### src/rtl/mac_ctl_regs_pkg.sv
package mac_ctl_regs_pkg;
  localparam int DW = 32;

  localparam int A_CTRL   = 0;
  localparam int A_IEN    = 1;
  localparam int A_ISTAT  = 2;
  localparam int A_TXBASE = 3;
  localparam int A_RXBASE = 4;
  localparam int A_FTHR   = 5;
  localparam int A_RXMAX  = 6;
  localparam int A_MGMT   = 7;
  localparam int A_MISS   = 8;
  localparam int A_PTR0   = 9;
  localparam int NUM_PTR  = 4;
  localparam int NUM_FLD  = 9;

  localparam int B_RXON = 0;
  localparam int B_LONG = 1;
  localparam int B_TXON = 8;
  localparam int B_SWR  = 24;

  function automatic logic [DW-1:0] fld_reset(input int idx);
    case (idx)
      A_TXBASE, A_RXBASE: fld_reset = 32'hFFFF_FFFC;
      A_FTHR:             fld_reset = 32'h0000_0101;
      A_RXMAX:            fld_reset = 32'h0000_0800;
      A_MGMT:             fld_reset = 32'h0090_0000;
      A_MISS:             fld_reset = 32'h0000_7FFF;
      default:            fld_reset = '0;
    endcase
  endfunction

  function automatic logic [DW-1:0] fld_mask(input int idx);
    case (idx)
      A_CTRL:                  fld_mask = (32'd1 << B_RXON) | (32'd1 << B_LONG) | (32'd1 << B_TXON);
      A_IEN, A_MGMT:           fld_mask = 32'hFFFF_FFFF;
      A_TXBASE, A_RXBASE:      fld_mask = 32'hFFFF_FFFC;
      A_FTHR, A_RXMAX, A_MISS: fld_mask = 32'h0000_FFFF;
      default:                 fld_mask = '0;
    endcase
  endfunction
endpackage

### src/rtl/ctl_swrst.sv
module ctl_swrst #(
  parameter int CYCLES = 16
) (
  input  logic clk,
  input  logic rst_n,
  input  logic start,
  output logic busy
);
  localparam int CW = (CYCLES > 1) ? $clog2(CYCLES) : 1;
  localparam logic [CW-1:0] LAST = CW'(CYCLES - 1);

  logic [CW-1:0] remain;

  always_ff @(posedge clk or negedge rst_n) begin
    if (!rst_n) begin
      busy   <= 1'b0;
      remain <= '0;
    end else if (busy) begin
      if (remain == '0) busy <= 1'b0;
      else              remain <= remain - 1'b1;
    end else if (start) begin
      busy   <= 1'b1;
      remain <= LAST;
    end
  end
endmodule

### src/rtl/ctl_field_reg.sv
module ctl_field_reg #(
  parameter int          W    = 32,
  parameter logic [W-1:0] RST  = '0,
  parameter logic [W-1:0] MASK = '1
) (
  input  logic         clk,
  input  logic         rst_n,
  input  logic         clr,
  input  logic         we,
  input  logic [W-1:0] d,
  output logic [W-1:0] q
);
  always_ff @(posedge clk or negedge rst_n) begin
    if (!rst_n)   q <= RST;
    else if (clr) q <= RST;
    else if (we)  q <= d & MASK;
  end
endmodule

### src/rtl/ctl_irq.sv
module ctl_irq #(
  parameter int W = 32
) (
  input  logic         clk,
  input  logic         rst_n,
  input  logic         clr,
  input  logic         wr_stat,
  input  logic [W-1:0] wdata,
  input  logic [W-1:0] set_in,
  input  logic [W-1:0] en,
  output logic [W-1:0] stat,
  output logic         tx_irq,
  output logic         rx_irq
);
  localparam int HALF = W / 2;

  logic [W-1:0] wipe;
  logic [1:0]   line;

  assign wipe = wr_stat ? wdata : '0;

  always_ff @(posedge clk or negedge rst_n) begin
    if (!rst_n)   stat <= '0;
    else if (clr) stat <= '0;
    else          stat <= (stat & ~wipe) | set_in;
  end

  // group 0 = receive half, group 1 = transmit half
  for (genvar g = 0; g < 2; g++) begin : g_half
    assign line[g] = |(stat[g*HALF +: HALF] & en[g*HALF +: HALF]);
  end

  assign rx_irq = line[0];
  assign tx_irq = line[1];
endmodule

### src/rtl/mac_ctl_regs.sv
module mac_ctl_regs
  import mac_ctl_regs_pkg::*;
#(
  parameter int AW         = 4,
  parameter int SWR_CYCLES = 16
) (
  input  logic          clk,
  input  logic          rst_n,
  input  logic          reg_sel,
  input  logic          reg_wr,
  input  logic [AW-1:0] reg_addr,
  input  logic [31:0]   reg_wdata,
  output logic [31:0]   reg_rdata,
  input  logic [31:0]   sts_set,
  input  logic [3:0]    ptr_ld,
  input  logic [31:0]   ptr_val,
  output logic          tx_enable,
  output logic          rx_enable,
  output logic          long_frame_ok,
  output logic [31:0]   tx_list_base,
  output logic [31:0]   rx_list_base,
  output logic [15:0]   fifo_thresh,
  output logic [15:0]   rx_max_len,
  output logic          engine_reset,
  output logic          tx_irq,
  output logic          rx_irq
);
  localparam int NREG = 1 << AW;

  logic            swr_busy;
  logic            swr_start;
  logic            clr;
  logic            wr_acc;
  logic [NREG-1:0] wsel;
  logic [DW-1:0]   istat;
  logic [DW-1:0]   rv [NREG];

  assign wr_acc = reg_sel & reg_wr & ~swr_busy;

  for (genvar i = 0; i < NREG; i++) begin : g_dec
    assign wsel[i] = wr_acc && (reg_addr == AW'(i));
  end

  assign swr_start = wsel[A_CTRL] & reg_wdata[B_SWR];
  assign clr       = swr_start | swr_busy;

  ctl_swrst #(.CYCLES(SWR_CYCLES)) u_swr (
    .clk   (clk),
    .rst_n (rst_n),
    .start (swr_start),
    .busy  (swr_busy)
  );

  ctl_irq #(.W(DW)) u_irq (
    .clk     (clk),
    .rst_n   (rst_n),
    .clr     (clr),
    .wr_stat (wsel[A_ISTAT]),
    .wdata   (reg_wdata),
    .set_in  (sts_set),
    .en      (rv[A_IEN]),
    .stat    (istat),
    .tx_irq  (tx_irq),
    .rx_irq  (rx_irq)
  );

  for (genvar i = 0; i < NREG; i++) begin : g_reg
    if (i == A_ISTAT) begin : g_stat
      assign rv[i] = istat;
    end else if (i < NUM_FLD) begin : g_fld
      logic [DW-1:0] q;
      ctl_field_reg #(.W(DW), .RST(fld_reset(i)), .MASK(fld_mask(i))) u_fld (
        .clk   (clk),
        .rst_n (rst_n),
        .clr   (clr),
        .we    (wsel[i]),
        .d     (reg_wdata),
        .q     (q)
      );
      if (i == A_CTRL) begin : g_ctl
        assign rv[i] = q | (DW'(swr_busy) << B_SWR);
      end else begin : g_plain
        assign rv[i] = q;
      end
    end else if (i >= A_PTR0 && i < A_PTR0 + NUM_PTR) begin : g_ptr
      logic [DW-1:0] p;
      always_ff @(posedge clk or negedge rst_n) begin
        if (!rst_n)                 p <= '0;
        else if (clr)               p <= '0;
        else if (ptr_ld[i-A_PTR0])  p <= ptr_val;
      end
      assign rv[i] = p;
    end else begin : g_hole
      assign rv[i] = '0;
    end
  end

  assign reg_rdata     = swr_busy ? '0 : rv[reg_addr];
  assign tx_enable     = rv[A_CTRL][B_TXON];
  assign rx_enable     = rv[A_CTRL][B_RXON];
  assign long_frame_ok = rv[A_CTRL][B_LONG];
  assign tx_list_base  = rv[A_TXBASE];
  assign rx_list_base  = rv[A_RXBASE];
  assign fifo_thresh   = rv[A_FTHR][15:0];
  assign rx_max_len    = rv[A_RXMAX][15:0];
  assign engine_reset  = swr_busy;
endmodule

### config.mk
export PLATFORM = sky130hd
export DESIGN_NAME = mac_ctl_regs
export DESIGN_NICKNAME = d
export VERILOG_FILES = /design/src/rtl/mac_ctl_regs_pkg.sv /design/src/rtl/ctl_swrst.sv /design/src/rtl/ctl_field_reg.sv /design/src/rtl/ctl_irq.sv /design/src/rtl/mac_ctl_regs.sv
export SDC_FILE = /design/constraint.sdc
export NUM_CORES = 1
export LEC_CHECK = 0
export ABC_AREA = 1
export ABC_CLOCK_PERIOD_IN_PS = 2100
export BUFFER_PORTS_ARGS = -buffer_cell sky130_fd_sc_hd__buf_2
export CORE_MARGIN = 1
export CORE_UTILIZATION = 50
export CTS_CLUSTER_DIAMETER = 30
export CTS_CLUSTER_SIZE = 20
export DETAILED_ROUTE_END_ITERATION = 7
export GPL_ROUTABILITY_DRIVEN = 0
export GPL_TIMING_DRIVEN = 0
export HOLD_SLACK_MARGIN = 0.08
export PLACE_DENSITY = 0.71
export SLEW_MARGIN = 0
export SYNTH_ARGS = -nofsm -noshare
export SYNTH_HDL_FRONTEND = slang
export SYNTH_SLANG_ARGS = --single-unit
export TNS_END_PERCENT = 50
### constraint.sdc
create_clock -name clk -period 2.1 [get_ports clk]
set_clock_uncertainty 0.15 [all_clocks]
set_input_delay 0.315 -clock clk [delete_from_list [all_inputs] [get_ports clk]]
set_output_delay 0.315 -clock clk [all_outputs]
set_load 0.01 [all_outputs]
==> implementation parameters <==
Parameter                              Value

Outcome
  Result of the run    finished with violations
  Violations in the final reports    DRC, setup timing

Yosys
  Mapped cell area    17200 µm²
  Count of flip-flops with a built-in enable after synthesis    0
  Share of synthesized registers carrying an async set or reset    100%
  Largest cells by area after synthesis    dfrtp_1 (38%), nand2_1 (27%), dfstp_2 (12%), nor2_1 (7.4%), nand3_1 (5.6%)
  Post-synthesis register bit count    340
  Most common library cells after synthesis    nand2_1 (1220), nor2_1 (339), dfrtp_1 (260)
  Sequential-to-total area share from yosys stat    50.1%
  Synthesized area per cell    6.94 µm²
  Proportion of netlist area held by the largest area contributor    37.8%
  Cell type contributing the most total cell area after synthesis    dfrtp_1
  Most frequent cell after synthesis    nand2_1
  Number of warnings reported in the yosys synthesis log    0
  Instance count of the mapped netlist    2477
  Distinct cells, synth    34
  Most used flip-flop cell after synthesis    dfrtp_1

Clock network
  TritonCTS clock tree    yes
  Clock net sink count    340
  Clock-pin slew on the worst setup and hold paths    40 ps
  Clk Latency, worst-skew pair    570 ps
  Maximum clock path buffer count    3
  CTS Root Buffer Type    clkbuf_16
  H-tree levels    3
  Clock buffers created by TritonCTS    74

GRT
  Antenna violations before repair    2
  Global-route wire length before repair    105000 µm
  Vias in the first global route    18600
  Total Routing Usage GR    39.4%
  Final global-route overflow total    0
  Maximum number of pins on one net before global-route repair    119

Floorplan
  X dimension of the die    187 µm
  Placeable core area    33700 µm²
  Initial Utilization    51.0%
  Die Height    187 µm
  Die Outline Area    35100 µm²
  Row Count    67
  Num ports    242

Setup path
  Endpoint kind of the worst setup timing path    output port
  Worst reg2reg path endpoint    g_reg[11].g_ptr.p[31]
  Worst Path Required    1630 ps
  Critical path startpoint category    flip-flop
  Worst setup startpoint    g_reg[4].g_fld.u_fld.q[12]
  Crit-path max FO    2
  Worst r2r src    u_swr.busy
  Worst-case register-to-register setup slack    -160 ps
  WS Path Type    flip-flop to output port
  Count of cells along the worst register-to-register path    11
  Critical path data arrival time    1900 ps
  Worst setup endpoint    reg_rdata[12]

Timing
  Slew at the pin closest to its max-slew limit    983 ps
  Setup repair after global routing missed its margin    yes
  Share of the clock period used by the worst path after layout    112%
  Number of endpoints failing setup at the final stage    339
  Hold Slack    150 ps
  Final Max Slew Viols    0
  Clock period minus final worst setup slack    2360 ps
  Minimum setup slack in the final design    -260 ps
  Upper clock frequency limit    424 MHz
  Max-slew headroom at the worst pin    34.5%
  Hold Vio Cnt, Final    0

Finish
  Area grow syn2layout    41.9%
  Share of post-route cells with drive strength above 1    26.2%
  Final design area excluding fillers    24400 µm²
  Non-filler cells in the finished layout    3472
  Final net count    3072

Power
  Overall power after layout    33.1 mW
  Static power due to leakage    13.0 nW
  Max IR drop VDD    840 µV
  P per Cell Area    1360 nW/µm²

Routing
  Wire length after detailed routing    71400 µm
  Detailed-routing iteration count for the pre-antenna-repair pass    8
  Starting DRC count in detailed routing    2574
  Remaining DRCs    2
  Number of nets still failing antenna checks after routing    0
  Vias after detailed routing    19700
  WL per Instance    20.6 µm
  Average via count per standard cell    5.67

Min path
  Hold Path Class    primary input to flip-flop

Flow run
  Max-cap violations    0

Placement
  PortBufs    230
  Post-detailed-placement half-perimeter wirelength    47800 µm
  Post-place instance area    19000 µm²
  Post-placement cell count    3160
[kinds of logic (layout without fill, tap and decap cells)]
group	Yosys count	after routing	share of synthesized area, %
compound gates	99	99	3.06
xor+xnor	1	1	0.0509
fa+ha+maj	2	2	0.146
buf+inv	268	810	6.35
flops	340	340	50.1
mux	1	1	0.0582
other cells	1	6	0.0218
simple gates	1765	1765	40.3
[per-stage QoR]
stage	setup slack (ps)	setup TNS (ps)	util (%)
floorplan	39.5	0	-
global placement	-5960	-1957890	56.1
global route	-329	-42850	72.4
detailed placement	-1030	-125890	56.3
CTS	-298	-4340	70.6
finish	-260	-23400	72.4
[power breakdown]
part	leakage (nW)	switching (mW)	internal [mW]
sequential	4.10	1.52	8.89
combinational	7.64	6.70	3.64
clock	1.29	3.84	8.51
[registers in the layout (all words and copies together), names as in the netlist]
| signal | cells |
|---|---|
| g.g_fld.u_fld.q | 175 |
| u_swr.remain | 4 |
| g.g_ptr.p | 128 |
| u_irq.stat | 32 |
| u_swr.busy | 1 |
[layout by cell type, fill, tap and decap left out, types with 13 or more instances in the layout]
cell type	netlist	final
nand2_1	1220	1171
nor2_1	339	268
dfrtp_1	260	260
buf_2	32	241
nand3_1	191	161
inv_1	121	119
dlygate4sd3_1	0	104
buf_4	12	83
dfstp_2	80	80
clkbuf_16	0	77
nor2_2	1	54
nand2_2	1	45
a21oi_1	44	44
o21ai_0	42	41
clkbuf_2	0	32
nand3_2	2	29
clkbuf_1	79	26
clkbuf_4	0	22
nor2_4	2	20
clkbuf_8	0	20
buf_6	0	13
[critical path: stages (launching register included)]
cell and delay [ps]:
dfstp_2 530, nand2_1 50, nand2_1 70, nand2_1 40, nand2_1 100, nand2_2 80
nand2_2 90, nor2_2 50, nor2_2 140, buf_2 160
[layer usage]
| metal | GRT usage, % | routed length (µm) | share of wire [%] | up-vias |
|---|---|---|---|---|
| li1 | - | - | - | 8585 |
| met1 | 51.1 | 26000 | 36 | 9243 |
| met2 | 59.0 | 30800 | 43 | 1504 |
| met3 | 8.76 | 9050 | 13 | 347 |
| met4 | 27.5 | 5560 | 7.8 | 0 |
| met5 | 0 | 0 | 0 | - |
[worst min path at each step]
| stage | start | to | cells after the start |
|---|---|---|---|
| final | reg_addr[1] | g_reg[7].g_fld.u_fld.q[16] | 5 |
| after global routing | reg_addr[1] | g_reg[7].g_fld.u_fld.q[16] | 5 |
| after CTS | reg_addr[3] | g_reg[0].g_fld.u_fld.q[0] | 6 |
| after detailed placement | rst_n | g_reg[6].g_fld.u_fld.q[7] | 1 |
| after global placement | g_reg[10].g_ptr.p[24] | g_reg[10].g_ptr.p[24] | 2 |
| after floorplan | rst_n | g_reg[0].g_fld.u_fld.q[0] | 0 |
[timing repair]
action                     CTS  global route
setup endpoints to repair  369           359
pin swaps                   66            66
hold buffers               104             0
hold endpoints to repair   333             0
setup buffers               52            20
resized for setup          240           173
cloned                       0             1
[final cells by class]
cell class | count | area (µm²)
inverters | 129 | 509
fillers | 2554 | 9310
clock buffers | 103 | 2120
flip-flops and latches | 340 | 8610
well taps | 448 | 561
plain buffers | 136 | 1060
multi-input cells | 1872 | 8130
diodes | 2 | 5.00
clock inverters | 33 | 522
repair buffers | 409 | 2880
No activity file was read; power rests on OpenSTA's default activity.
